[config.mk]
export PLATFORM = sky130hd
export DESIGN_NAME = bit_period_tracker
export DESIGN_NICKNAME = d
export VERILOG_FILES = /design/src/rtl/bpt_pkg.sv /design/src/rtl/bpt_edge_timer.sv /design/src/rtl/bpt_min_window.sv /design/src/rtl/bpt_period_avg.sv /design/src/rtl/bpt_strobe_gen.sv /design/src/rtl/bit_period_tracker.sv
export SDC_FILE = /design/constraint.sdc
export NUM_CORES = 1
export LEC_CHECK = 0
export ABC_AREA = 1
export BUFFER_PORTS_ARGS = -buffer_cell sky130_fd_sc_hd__buf_2
export CAP_MARGIN = 20
export CORE_AREA = 4 4 216 218
export CTS_CLUSTER_SIZE = 14
export DETAILED_ROUTE_END_ITERATION = 10
export DIE_AREA = 0 0 220 222
export GPL_ROUTABILITY_DRIVEN = 0
export SYNTH_ARGS = -nofsm -noshare
export SYNTH_HDL_FRONTEND = slang
export SYNTH_HIERARCHICAL = 1
export SYNTH_SLANG_ARGS = --single-unit
export TNS_END_PERCENT = 10
[constraint.sdc]
create_clock -name clk -period 4.15 [get_ports clk]
set_clock_uncertainty 0.2 [all_clocks]
set_input_delay 0.2075 -clock clk [delete_from_list [all_inputs] [get_ports clk]]
set_output_delay 0.2075 -clock clk [all_outputs]
set_load 0.02 [all_outputs]
[src/rtl/bpt_pkg.sv]
package bpt_pkg;

  // Phase of the bit-timing counter.
  typedef enum logic [1:0] {
    PH_IDLE = 2'd0,   // no line change seen since reset
    PH_HALF = 2'd1,   // waiting for the mid-bit point after a change
    PH_FULL = 2'd2    // free-running at the full estimated period
  } bit_phase_e;

endpackage

[src/rtl/bpt_edge_timer.sv]
module bpt_edge_timer #(
  parameter int CNT_W = 16
) (
  input  logic             clk,
  input  logic             rst,
  input  logic             line_in,
  output logic             line_s,
  output logic             edge_o,
  output logic             iv_valid,
  output logic [CNT_W-1:0] iv_len
);

  logic             sync1, sync2, line_d;
  logic             seen;
  logic [CNT_W-1:0] gap_cnt;

  always_ff @(posedge clk) begin
    if (rst) begin
      sync1  <= 1'b0;
      sync2  <= 1'b0;
      line_d <= 1'b0;
    end else begin
      sync1  <= line_in;
      sync2  <= sync1;
      line_d <= sync2;
    end
  end

  assign line_s = sync2;
  assign edge_o = sync2 ^ line_d;

  // gap_cnt holds the clocks elapsed since the previous change; saturates.
  always_ff @(posedge clk) begin
    if (rst) begin
      gap_cnt  <= '0;
      seen     <= 1'b0;
      iv_valid <= 1'b0;
      iv_len   <= '0;
    end else begin
      iv_valid <= 1'b0;
      if (edge_o) begin
        iv_valid <= seen;
        iv_len   <= gap_cnt;
        seen     <= 1'b1;
        gap_cnt  <= {{(CNT_W-1){1'b0}}, 1'b1};
      end else if (gap_cnt != '1) begin
        gap_cnt <= gap_cnt + 1'b1;
      end
    end
  end

  a_r2_interval_follows_edge: assert property (@(posedge clk) disable iff (rst)
    iv_valid |-> $past(edge_o));
  a_r2_interval_nonzero: assert property (@(posedge clk) disable iff (rst)
    iv_valid |-> (iv_len != '0));

endmodule

[src/rtl/bpt_min_window.sv]
module bpt_min_window #(
  parameter int CNT_W      = 16,
  parameter int WIN_LEN    = 16,
  parameter int LONG_SHIFT = 3
) (
  input  logic             clk,
  input  logic             rst,
  input  logic             iv_valid,
  input  logic [CNT_W-1:0] iv_len,
  input  logic [CNT_W-1:0] nominal_period,
  input  logic [CNT_W-1:0] est,
  output logic             win_done,
  output logic [CNT_W-1:0] win_min
);

  localparam int CW = (WIN_LEN > 1) ? $clog2(WIN_LEN) : 1;
  localparam int LW = CNT_W + LONG_SHIFT;
  localparam logic [CW-1:0] LAST = CW'(WIN_LEN - 1);

  logic [CW-1:0]    acc_cnt;
  logic [CNT_W-1:0] cur_min, new_min;
  logic [LW-1:0]    long_lim, len_w;
  logic             short_ok, long_ok, accept;

  assign long_lim = {{LONG_SHIFT{1'b0}}, est} << LONG_SHIFT;
  assign len_w    = {{LONG_SHIFT{1'b0}}, iv_len};
  assign short_ok = iv_len >= (nominal_period >> 1);
  assign long_ok  = len_w <= long_lim;
  assign accept   = iv_valid && short_ok && long_ok;
  assign new_min  = (iv_len < cur_min) ? iv_len : cur_min;

  always_ff @(posedge clk) begin
    if (rst) begin
      acc_cnt  <= '0;
      cur_min  <= '1;
      win_done <= 1'b0;
      win_min  <= '0;
    end else begin
      win_done <= 1'b0;
      if (accept) begin
        if (acc_cnt == LAST) begin
          win_done <= 1'b1;
          win_min  <= new_min;
          acc_cnt  <= '0;
          cur_min  <= '1;
        end else begin
          acc_cnt <= acc_cnt + 1'b1;
          cur_min <= new_min;
        end
      end
    end
  end

  a_r5_min_above_floor: assert property (@(posedge clk) disable iff (rst)
    win_done |-> (win_min >= (nominal_period >> 1)));
  a_r4_min_below_ceiling: assert property (@(posedge clk) disable iff (rst)
    win_done |-> ({{LONG_SHIFT{1'b0}}, win_min} <= long_lim));

endmodule

[src/rtl/bpt_period_avg.sv]
module bpt_period_avg #(
  parameter int CNT_W    = 16,
  parameter int AVG_LOG2 = 2,
  parameter int TOL      = 8
) (
  input  logic             clk,
  input  logic             rst,
  input  logic             win_done,
  input  logic [CNT_W-1:0] win_min,
  input  logic [CNT_W-1:0] nominal_period,
  output logic [CNT_W-1:0] period_est,
  output logic             est_valid
);

  localparam int AVG_N = 1 << AVG_LOG2;
  localparam int SW    = CNT_W + AVG_LOG2;
  localparam logic [CNT_W-1:0] TOL_C = CNT_W'(TOL);
  localparam logic [CNT_W-1:0] MAX_C = '1;
  localparam logic [CNT_W-1:0] ONE_C = CNT_W'(1);

  logic [CNT_W-1:0] hist [AVG_N];
  logic             filled;
  logic [SW-1:0]    psum [AVG_N+1];
  logic [SW-1:0]    avg_w;
  logic [CNT_W-1:0] lo_b, hi_b, clamped;

  // History of window minima, newest in slot 0.
  always_ff @(posedge clk) begin
    if (win_done) begin
      for (int i = 0; i < AVG_N; i++) begin
        if (!filled || i == 0) hist[i] <= win_min;
        else                   hist[i] <= hist[i-1];
      end
    end
  end

  always_ff @(posedge clk) begin
    if (rst)           filled <= 1'b0;
    else if (win_done) filled <= 1'b1;
  end

  assign psum[0] = '0;
  for (genvar g = 0; g < AVG_N; g++) begin : g_sum
    assign psum[g+1] = psum[g] + {{AVG_LOG2{1'b0}}, hist[g]};
  end

  assign avg_w = psum[AVG_N] >> AVG_LOG2;
  assign lo_b  = (nominal_period > TOL_C) ? (nominal_period - TOL_C) : ONE_C;
  assign hi_b  = (nominal_period > (MAX_C - TOL_C)) ? MAX_C : (nominal_period + TOL_C);

  always_comb begin
    if (avg_w > {{AVG_LOG2{1'b0}}, hi_b})      clamped = hi_b;
    else if (avg_w < {{AVG_LOG2{1'b0}}, lo_b}) clamped = lo_b;
    else                                       clamped = avg_w[CNT_W-1:0];
  end

  always_ff @(posedge clk) begin
    if (rst) begin
      period_est <= nominal_period;
      est_valid  <= 1'b0;
    end else begin
      period_est <= filled ? clamped : nominal_period;
      est_valid  <= filled;
    end
  end

  a_r7_valid_sticky: assert property (@(posedge clk) disable iff (rst)
    est_valid |=> est_valid);
  a_r7_nominal_before_valid: assert property (@(posedge clk) disable iff (rst)
    !est_valid |-> (period_est == $past(nominal_period)));
  a_r6_inside_band: assert property (@(posedge clk) disable iff (rst)
    est_valid |-> (period_est >= lo_b && period_est <= hi_b));

endmodule

[src/rtl/bpt_strobe_gen.sv]
module bpt_strobe_gen
  import bpt_pkg::*;
#(
  parameter int CNT_W = 16
) (
  input  logic             clk,
  input  logic             rst,
  input  logic             edge_i,
  input  logic             line_s,
  input  logic [CNT_W-1:0] est,
  output logic             sample_stb,
  output logic             sample_bit
);

  localparam logic [CNT_W-1:0] ONE_C = CNT_W'(1);
  localparam logic [CNT_W-1:0] TWO_C = CNT_W'(2);

  bit_phase_e       phase;
  logic [CNT_W-1:0] tick, tick_nx, half_t, full_t, tgt;

  assign half_t  = ((est >> 1) == '0) ? ONE_C : (est >> 1);
  assign full_t  = (est < TWO_C) ? TWO_C : est;
  assign tgt     = (phase == PH_HALF) ? half_t : full_t;
  assign tick_nx = tick + 1'b1;

  always_ff @(posedge clk) begin
    if (rst) begin
      phase      <= PH_IDLE;
      tick       <= '0;
      sample_stb <= 1'b0;
      sample_bit <= 1'b0;
    end else begin
      sample_stb <= 1'b0;
      if (edge_i) begin
        phase <= PH_HALF;
        tick  <= '0;
      end else if (phase != PH_IDLE) begin
        if (tick_nx >= tgt) begin
          sample_stb <= 1'b1;
          sample_bit <= line_s;
          phase      <= PH_FULL;
          tick       <= '0;
        end else begin
          tick <= tick_nx;
        end
      end
    end
  end

  a_r8_strobe_one_cycle: assert property (@(posedge clk) disable iff (rst)
    sample_stb |=> !sample_stb);
  a_r9_edge_cancels_strobe: assert property (@(posedge clk) disable iff (rst)
    edge_i |=> !sample_stb);
  a_r10_bit_held: assert property (@(posedge clk) disable iff (rst)
    !sample_stb |-> $stable(sample_bit));

endmodule

[src/rtl/bit_period_tracker.sv]
module bit_period_tracker #(
  parameter int CNT_W      = 16,
  parameter int WIN_LEN    = 16,
  parameter int AVG_LOG2   = 2,
  parameter int TOL        = 8,
  parameter int LONG_SHIFT = 3
) (
  input  logic             clk,
  input  logic             rst,
  input  logic             line_in,
  input  logic [CNT_W-1:0] nominal_period,
  output logic [CNT_W-1:0] period_est,
  output logic             sample_stb,
  output logic             sample_bit,
  output logic             est_valid
);

  logic             line_s, edge_w, iv_valid, win_done;
  logic [CNT_W-1:0] iv_len, win_min;

  bpt_edge_timer #(.CNT_W(CNT_W)) u_timer (
    .clk      (clk),
    .rst      (rst),
    .line_in  (line_in),
    .line_s   (line_s),
    .edge_o   (edge_w),
    .iv_valid (iv_valid),
    .iv_len   (iv_len)
  );

  bpt_min_window #(
    .CNT_W(CNT_W), .WIN_LEN(WIN_LEN), .LONG_SHIFT(LONG_SHIFT)
  ) u_window (
    .clk            (clk),
    .rst            (rst),
    .iv_valid       (iv_valid),
    .iv_len         (iv_len),
    .nominal_period (nominal_period),
    .est            (period_est),
    .win_done       (win_done),
    .win_min        (win_min)
  );

  bpt_period_avg #(
    .CNT_W(CNT_W), .AVG_LOG2(AVG_LOG2), .TOL(TOL)
  ) u_avg (
    .clk            (clk),
    .rst            (rst),
    .win_done       (win_done),
    .win_min        (win_min),
    .nominal_period (nominal_period),
    .period_est     (period_est),
    .est_valid      (est_valid)
  );

  bpt_strobe_gen #(.CNT_W(CNT_W)) u_strobe (
    .clk        (clk),
    .rst        (rst),
    .edge_i     (edge_w),
    .line_s     (line_s),
    .est        (period_est),
    .sample_stb (sample_stb),
    .sample_bit (sample_bit)
  );

endmodule

After elaboration in Yosys (flattened, before gate mapping)
Memories as Yosys holds them, arrays and structs flattened.
Index checks and enable logic that the tools add are counted.
- register bits: 112
- latch bits: 0
- memory bits (writable): 64
- word-level logic and storage cells: 94
- output and inout port bits: 19
- input port bits: 19
- memories kept: 1
- memory bits (read-only): 0
- memories (name ; depth ; width ; read ports ; clocked after memory_dff ; wr ports ; RTL line ; source):
    u_avg.hist ; 4 ; 16 ; 4 ; 0 ; 4 ; bpt_period_avg.sv:21 ; logic [CNT_W-1:0] hist [AVG_N];
- div/mod/pow operators: 0
- multiplexer cells: 31
- reductions and logical operators: 15
- multipliers: 0
- bitwise logic cells: 7
- order comparisons: 9
- equality and inequality tests: 3
- shifts and indexed selects: 0
- add/subtract/negate cells: 8
- operator list (cell ; count):
    $mux 16 ; 14
    $add 18x16->18 ; 2
    $add 16x1->16 const B ; 2
    $lt 16x16->1 ; 2
    $le 16x19->1 ; 1
    $add 16x16->17 ; 1
    $add 16x4->16 const B ; 1
    $ge 16x15->1 ; 1
    $ge 16x16->1 ; 1
    $gt 16x16->1 ; 1
    $gt 16x16->1 const B ; 1
    $gt 16x4->1 const B ; 1
    $logic_not 16->1 ; 1
    $lt 16x2->1 const B ; 1
    $ne 16x16->1 const B ; 1
    $sub 16x4->16 const B ; 1
    $mux 1 ; 15
    $mux 15 ; 1
    $reduce_bool 2->1 ; 4
    $reduce_and 2->1 ; 3
    $reduce_or 2->1 ; 3
    $add 4x1->4 const B ; 1
    $eq 4x4->1 const B ; 1
    $mux 4 ; 1
    other kinds (7) ; 12

Depth between registers and ports, before layout
Gate-level depths: netlist of run 1.
An unclocked memory read counts as a cell.
- word-level depth: 9
- gate-level depth with buffers: 28
- depth with buffers taken out: 27

Cells and area by module
Netlist of run 1, hierarchy kept.
- modules (own cells, without submodules) (module ; sequential area each (µm²) ; cells each ; area each (µm²) ; times used):
    bpt_period_avg ; 2282.2 ; 885 ; 6825.3 ; 1
    bpt_min_window ; 740.7 ; 445 ; 3000.4 ; 1
    bpt_strobe_gen ; 400.4 ; 292 ; 1875.5 ; 1
    bpt_edge_timer ; 740.7 ; 212 ; 1589.0 ; 1

Worst setup path after synthesis of run 1
Ideal clock, no wire load.
- path type: register -> register
- start: memory u_avg.hist[2][10]
- end: register u_avg.period_est[5]
- cell stages (with the launch flop): 24
- slack: 0.060 ns
- required time: 3.838 ns
- period minus slack after synthesis: 4.090 ns
- arrival time: 3.778 ns
- setup time: 0.112 ns
- buffers on the path: 1
- path through: edfxtp_1 inv_1 fa_1 fa_1 inv_1 ha_1 nand2_1 inv_2 a21oi_2 nor2_1 nor2_1 nand2_1 a21oi_1 o21bai_1 ha_1 nand4_1 nor2_1 nand3_1 nand3b_4 nand2_4 buf_6 nand3_1 nand2_1 nand2_1
- RTL lines (item ; RTL line ; source):
    start: declaration ; bpt_period_avg.sv:21 ;
    end signal: assignment ; bpt_period_avg.sv:59 ; period_est <= nominal_period;
    end signal: assignment ; bpt_period_avg.sv:62 ; period_est <= filled ? clamped : nominal_period;
    end: declaration ; bpt_period_avg.sv:11 ; output logic [CNT_W-1:0] period_est,

==> out/results.tsv, run 1 <==
stage	metric	value	unit
cts	clock sink count	176	
timing	final worst-path cycle share	107.4	%
synth	sequential fraction of the synthesis area	31.33	%
synth	ranking of synthesized cells by area	dfxtp_1 (17%), edfxtp_1 (14%), nand2_1 (14%)	
outcome	status	finished, violations left	
layout	Util after Layout	36.34	%
synth	Post-synth EDFFs	64	
power_and_ir_drop	pwr dens	240.7	nW/µm²
timing	min Tclk post-route	4.458	ns
route	routed vias	12390	
synth	Synth Area in XOR/XNOR	2.137	%
synth	largest family of logic cells by synthesized area	simple AND/OR/NAND/NOR gates	
synth	top cell type's share of synthesized area	16.87	%
route	# DRC	0	
grt	largest net degree at the start of global routing	74	
worst_setup_path	Setup Crit Path Kind	flop to flop	
timing	Final setup viols	16	
route	average via count per standard cell	4.776	
synth	simple-gate area share of the yosys netlist	32.19	%
power_and_ir_drop	sequential share of power	46.3	%
synth	Synthesis Warnings	6	
die	Core Region	44890	µm²
layout	post-layout net count	2136	
grt	antenna violations before repair	2	
worst_hold_path	min-delay worst type	flop to flop	
place	IO Port Bufs	37	
timing	Final Hold Viols	0	
timing	slew margin rel.	39.56	%
layout	Register Area	4165	µm²
synth	Post-Synth Adder-Cell Area	14.80	%
grt	gr usage total	15.02	%
die	Starting Density	29.60	%
synth	Post-synth top flop	dfxtp_1	
synth	Synth Register Bits	176	
synth	area fraction in compound gates after synthesis	7.532	%
worst_setup_path	Critical Path Sink Type	flop	
layout	multi-input logic area	8178	µm²
power_and_ir_drop	VDD IR max	0.2756	mV
die	row cnt	78	
layout	cell area after layout	16310	µm²
die	Top Ports	38	
layout	proportion of layout cells with a drive suffix above 1	20.73	%
place	dpl cell area	14710	µm²
die	die height	222	µm
job	number of max-cap violations	0	
cts	H-tree Lvls	4	
synth	ys async rst share	0	%
power_and_ir_drop	clock share of power	42.9	%
cts	clk root buf	clkbuf_16	
worst_setup_path	crit-path max FO	8	
cts	Max Buffers Root-to-Sink	2	
route	DRT Pass-1 Iters	5	
grt	total grt overflow	0	
power_and_ir_drop	sw frac	29.48	%
synth	largest area contributor in the netlist	dfxtp_1	
worst_setup_path	R2R Setup Slk	-0.31	ns
timing	highest clock rate	224.3	MHz
route	DR WL/cell	14.45	µm
cts	Inserted Clock Buffers	17	
cts	clk_lat worst skew	0.45	ns
die	Die X	220	µm
synth	Mapped Area	13290	µm²
grt	vias in the first global route	11760	
synth	Mapped Cells	1834	
worst_setup_path	Worst EP arrival	4.60	ns
power_and_ir_drop	Pint	0.002769	W
route	wire length after detailed routing	37.48	mm
layout	area delta synth->final	22.74	%
timing	RSZ-0062 raised after global routing	yes	
worst_setup_path	worst path required time	4.29	ns
timing	max-slew violation count	0	
power_and_ir_drop	Comb pwr share	10.8	%
timing	Worst Tran Pin Value	0.9066	ns
outcome	violated checks	negative setup slack	
cts	clock slew at reported path FFs	0.08	ns
timing	Fin Setup TNS	-4.644	ns
worst_setup_path	Worst setup SP type	flop	
synth	Yosys cell types	58	
synth	post-synth net total	1991	
layout	Fillers	4608	
power_and_ir_drop	Leak Pwr	8.150	nW
route	Iteration-0 DRC Markers	937	
power_and_ir_drop	Psw	0.001158	W
route	Final ANT Viol Nets	0	
synth	mux cell area share after synthesis	0.2542	%
cts	CTS tree	built	
synth	Mapped Avg Cell Area	7.247	µm²
grt	first-pass GRT wire length	59.63	mm
place	post-DP HPWL	27.46	mm
die	die area	48840	µm²
timing	post-route setup slack	-0.3082	ns
-- critical path, cell delays in order, from the launching register on --
cell,delay (ns)
edfxtp_1,0.35
inv_2,0.05
fa_1,0.51
fa_1,0.55
inv_2,0.07
ha_4,0.21
nand2_2,0.06
inv_1,0.04
nand2_1,0.07
nand2_2,0.09
a31o_4,0.29
xor2_4,0.22
ha_4,0.30
nand4_1,0.19
buf_4,0.20
nor3b_2,0.17
buf_4,0.14
nand3b_4,0.14
buf_8,0.18
nand2_8,0.10
nand3_2,0.07
nand2_1,0.08
nand2_1,0.05
-- cell usage in the layout, fill, tap and decap left out, types with 47 or more instances in the layout --
master / count
dfxtp_1: 111
nand4_1: 53
nand2_1: 481
inv_2: 47
o21ai_0: 79
edfxtp_1: 64
a21oi_1: 66
ha_1: 89
nor2_1: 92
buf_4: 111
nand3_1: 161
inv_1: 280
-- routing by layer --
metal / global-route usage (%) / vias up / share of wire, %
met3: 2.618 / 77 / 5.9
met4: 5.004 / 0 / 2.6
met1: 19.25 / 5742 / 43
met2: 25.52 / 386 / 49
li1: - / 6183 / -
met5: 0 / - / 0
-- synth_stat cells (4+ instances only) --
| master | count |
|---|---|
| nand2_4 | 7 |
| ha_1 | 106 |
| nor2_4 | 10 |
| nor3_1 | 6 |
| nand3_1 | 174 |
| clkbuf_1 | 19 |
| o21ai_1 | 6 |
| inv_1 | 304 |
| nand2_2 | 21 |
| xor2_1 | 21 |
| edfxtp_1 | 64 |
| nand3_2 | 10 |
| buf_2 | 17 |
| nand4_1 | 53 |
| xnor2_1 | 4 |
| dfxtp_1 | 112 |
| nand2_1 | 501 |
| buf_6 | 10 |
| a21oi_1 | 72 |
| o21ai_0 | 80 |
| o21bai_1 | 5 |
| nor2_1 | 97 |
| nor4_1 | 4 |
| inv_2 | 24 |
| nor2_2 | 19 |
| fa_1 | 32 |
| a31oi_1 | 5 |
-- sequential cells by signal (all words and copies together), names as in the netlist --
signal,flops
u_window/acc_cnt,4
u_avg/hist,64
u_avg/period_est,16
u_window/win_min,16
u_timer/sync1,1
u_avg/filled,1
u_strobe/sample_stb,1
u_timer/gap_cnt,16
u_timer/seen,1
u_window/cur_min,16
u_timer/iv_len,16
u_timer/line_d,1
u_strobe/phase,2
u_window/win_done,1
u_avg/est_valid,1
u_strobe/tick,16
u_strobe/sample_bit,1
u_timer/line_s,1
u_timer/iv_valid,1
-- power groups by stage --
stage          Clock [W]  Sequential, W  Combinational (W)
4_1_cts          0.00175        0.00182           0.000393
3_5_place_dp           0        0.00186           0.000366
2_1_floorplan          0        0.00186           0.000255
5_1_grt          0.00181        0.00182           0.000470
3_3_place_gp           0        0.00186           0.000356
6_report         0.00169        0.00182           0.000422
-- worst paths after layout --
path | start | end | cells after the start
setup reg to reg | u_avg/hist[1][2] | u_avg/period_est[15] | 22
setup / recovery | u_avg/hist[1][2] | u_avg/period_est[15] | 22
hold reg to reg | u_timer/sync1 | u_timer/line_s | 2
hold / removal | u_timer/sync1 | u_timer/line_s | 2
-- cell type report --
type                            count  area share [%]
Antenna cell                        2         0.03068
Clock buffer                       17           2.608
Clock inverter                     15           1.258
Inverter                          332           7.670
Multi-Input combinational cell   1277           50.13
Sequential cell                   176           25.53
Tap cell                          600           4.602
Timing Repair Buffer              175           8.161
-- what timing repair did --
item	in CTS	in global routing
hold buffers	19	0
pin swaps	22	58
endpoints found under the hold margin	22	0
setup endpoints to repair	16	16
gates resized for setup	48	79
cloned	2	2
setup buffers	10	5
-- per-stage QoR --
step           cells  setup WS, ns  hold slack (ns)  power, W
3_5_place_dp    2524       -0.3697           0.1996  0.002223
4_1_cts         2585       -0.1845           0.2111  0.003959
6_report        2594       -0.3082           0.2082  0.003927
2_1_floorplan   1834       0.05978          0.07657  0.002111
5_1_grt         2592       -0.4358           0.2627  0.004102
3_3_place_gp    2524       -0.3329           0.2032  0.002213
-- cell families after synthesis --
group                    Yosys count
AND/OR/NAND/NOR                  922
buffers and inverters            384
AO/OA/AOI/OAI                    182
flip-flops                       176
adder cells (fa/ha/maj)          138
XOR/XNOR                          29
multiplexers                       3
Note: power is estimated with default switching activity, not from simulation.
==> inputs of run 2 (changes only) <==
--- a/config.mk
+++ b/config.mk
@@ -9,9 +9,10 @@
 export BUFFER_PORTS_ARGS = -buffer_cell sky130_fd_sc_hd__buf_2
 export CAP_MARGIN = 20
-export CORE_AREA = 4 4 216 218
+export CORE_AREA = 4 4 157 159
 export CTS_CLUSTER_SIZE = 14
 export DETAILED_ROUTE_END_ITERATION = 10
-export DIE_AREA = 0 0 220 222
+export DIE_AREA = 0 0 161 163
 export GPL_ROUTABILITY_DRIVEN = 0
+export PLACE_DENSITY = 0.77
 export SYNTH_ARGS = -nofsm -noshare
 export SYNTH_HDL_FRONTEND = slang
--- a/constraint.sdc
+++ b/constraint.sdc
@@ -3,3 +3,3 @@
 set_input_delay 0.2075 -clock clk [delete_from_list [all_inputs] [get_ports clk]]
 set_output_delay 0.2075 -clock clk [all_outputs]
-set_load 0.02 [all_outputs]
+set_load 0.1 [all_outputs]
==> run 2 against run 1 <==
Net effect: the flow still finishes with violations (negative setup slack); critical path depth is 1 higher; final cell count is 11% lower; sequential cell count stayed put; register-to-register slack worse by 0.26 ns; global-route usage is 13 points higher; sequential share of layout area is 0.44 points higher; cell area is 1.7% lower; first-iteration DRC count is 99% higher; non-clock buffer count is 10 lower; wire length is 7.7% higher; clock power is 5% lower; power is 0.21% higher; critical path type unchanged.
==> out/results.tsv, run 2 (synthesized netlist as in run 1, its figures left out) <==
stage	metric	value	unit	change
outcome	status	finished, violations left		
cts	Max Buffers Root-to-Sink	2		unchanged
worst_setup_path	crit-path max FO	8		unchanged
worst_setup_path	Worst setup SP type	flop		
worst_setup_path	Cell Chain, Critical Path	inv_2 > fa_1 > inv_2 > fa_1 > nand2_1 > nor2_2 > fa_2 > nand2_2 > nand2_2 > and2_4 > a21oi_4 > xnor2_4 > ha_4 > a21oi_1 > o221ai_4 > nand4_1 > nand2_2 > inv_6 > nand2_8 > nand2_8 > nand3_2 > nand2_1 > nand2_1		
route	routed vias	13150		+6.2%
layout	Util after Layout	68.93	%	+33 points
power_and_ir_drop	VDD IR max	0.2785	mV	+1.1%
route	Iteration-0 DRC Markers	1867		+99%
grt	gr usage total	27.83	%	+13 points
grt	first-pass GRT wire length	59.48	mm	-0.24%
worst_setup_path	Buf/Inv on CP	3		-3
route	# DRC	0		unchanged
cts	clock slew at reported path FFs	0.08	ns	about the same
timing	Final Hold Viols	0		unchanged
cts	Inserted Clock Buffers	17		unchanged
layout	area delta synth->final	20.66	%	
job	number of max-cap violations	0		unchanged
place	post-DP HPWL	25.72	mm	-6.3%
outcome	violated checks	negative setup slack		
route	average via count per standard cell	5.713		+20%
power_and_ir_drop	Leak Pwr	8.165	nW	+0.19%
layout	Fillers	1776		-61%
layout	Top reg by flops	u_avg/hist		
layout	multi-input logic area	8346	µm²	+2.1%
power_and_ir_drop	pwr dens	245.4	nW/µm²	+1.9%
layout	cell area after layout	16040	µm²	-1.7%
layout	proportion of layout cells with a drive suffix above 1	21.48	%	+0.75 points
grt	largest net degree at the start of global routing	74		unchanged
cts	clk_lat worst skew	0.45	ns	about the same
layout	max reg flops	64		unchanged
grt	antenna violations before repair	0		-2
layout	commonest cells after routing, fill and taps aside	nand2_1 (471), inv_1 (277), nand3_1 (163)		
die	Die X	161	µm	-27%
cts	CTS tree	built		
grt	vias in the first global route	12090		+2.8%
place	placed cells	2231		-12%
timing	final worst-path cycle share	113.8	%	+6.4 points
route	Final ANT Viol Nets	0		unchanged
place	Place WS	-0.3511	ns	+0.01857 ns
layout	diode count	0		-2
place	dpl cell area	14270	µm²	-3.0%
cts	clock sink count	176		unchanged
layout	post-layout net count	2127		-0.42%
cts	clk root buf	clkbuf_16		
timing	RSZ-0062 raised after global routing	yes		
route	wire length after detailed routing	40.35	mm	+7.7%
die	Core Region	23260	µm²	-48%
timing	highest clock rate	211.8	MHz	-5.6%
worst_setup_path	Top delay family on crit path	adder cells		
worst_setup_path	Worst EP arrival	4.85	ns	+0.25 ns
timing	min Tclk post-route	4.722	ns	+0.2642 ns
timing	Final setup viols	16		unchanged
worst_setup_path	worst path required time	4.27	ns	-0.02 ns
worst_setup_path	Crit path largest cell delay	0.55	ns	about the same
die	Top Ports	38		unchanged
worst_setup_path	Critical Path Sink Type	flop		
die	row cnt	56		-28%
die	die height	163	µm	-27%
worst_setup_path	CP max-delay cell	fa_1		
route	DR WL/cell	17.53	µm	+21%
layout	final std cells w/o fill	2302		-11%
die	Starting Density	57.13	%	+28 points
cts	H-tree Lvls	4		unchanged
layout	Register Area	4165	µm²	unchanged
worst_hold_path	min-delay worst type	flop to flop		
place	IO Port Bufs	37		unchanged
timing	Worst Tran Pin Value	0.9215	ns	+0.01492 ns
timing	post-route setup slack	-0.5724	ns	-0.2642 ns
worst_setup_path	Setup Crit Path Kind	flop to flop		
timing	slew margin rel.	38.57	%	-0.99 points
grt	total grt overflow	0		unchanged
route	DRT Pass-1 Iters	8		+3
die	die area	26240	µm²	-46%
timing	max-slew violation count	0		unchanged
layout	commonest non-fill, non-tap cell in the layout	nand2_1		
[run 2: cell types whose count changed in the layout (fill, tap and decap cells not counted), sizes merged]
cell	change
buf	-10
clkinv	-2
diode	-2
clkbuf	+1
inv	+1
nand2	+1
[run 2: cell type report]
| cell class | instances | area share [%] |
|---|---|---|
| Multi-Input combinational cell | 1278 | 52.04 |
| Sequential cell | 176 | 25.98 |
| Timing Repair Buffer | 165 | 8.045 |
| Inverter | 332 | 7.818 |
| Clock buffer | 18 | 2.739 |
| Tap cell | 319 | 2.489 |
| Clock inverter | 14 | 0.8895 |
[run 2: worst paths after layout]
kind	startpoint	cells past startpoint	slack (ns)	to
max	u_avg/hist[3][1]	23	-0.57	u_avg/period_est[10]
min reg2reg	u_timer/sync1	2	0.21	u_timer/line_s
max reg2reg	u_avg/hist[3][1]	23	-0.57	u_avg/period_est[10]
min	u_timer/sync1	2	0.21	u_timer/line_s
[run 2: timing repair]
action,in CTS,in global routing
endpoints found under the setup margin,16,16
pin swaps,49,51
hold buffers,19,0
endpoints found under the hold margin,24,0
gates cloned,4,2
gates resized for setup,100,60
buffers inserted,7,8
[run 2: metal layers]
metal / vias up / wire length [µm] / global-route usage, %
li1: 6147 / - / -
met1: 6048 / 15910 / 36.17
met2: 755 / 18790 / 47.08
met3: 201 / 3777 / 4.530
met4: 0 / 1871 / 10.28
met5: - / 0 / 0
[run 2: metrics by stage]
stage | total power (W) | hold slack (ns) | setup TNS, ns
6_report | 0.003935 | 0.2088 | -7.804
5_1_grt | 0.004059 | 0.2231 | -9.532
4_1_cts | 0.003888 | 0.2069 | -1.652
3_5_place_dp | 0.002269 | 0.1967 | -5.284
3_3_place_gp | 0.002258 | 0.1955 | -3.252
2_1_floorplan | 0.002163 | 0.07657 | 0
[run 2: worst reg2reg max path: stages (launching register included)]
cell      delay, ns
edfxtp_1       0.35
inv_2          0.04
fa_1           0.55
inv_2          0.04
fa_1           0.44
nand2_1        0.09
nor2_2         0.05
fa_2           0.39
nand2_2        0.08
nand2_2        0.06
and2_4         0.16
a21oi_4        0.20
xnor2_4        0.19
ha_4           0.26
a21oi_1        0.35
o221ai_4       0.19
nand4_1        0.17
nand2_2        0.11
inv_6          0.14
nand2_8        0.11
nand2_8        0.15
nand3_2        0.11
nand2_1        0.09
nand2_1        0.08
[run 2: where the power goes]
| group | internal [W] | switching, W | leakage, nW |
|---|---|---|---|
| clock network | 0.000817 | 0.000798 | 0.286 |
| logic | 0.000155 | 0.000347 | 6.53 |
| registers | 0.00179 | 0.0000282 | 1.35 |
| total | 0.00276 | 0.00117 | 8.17 |
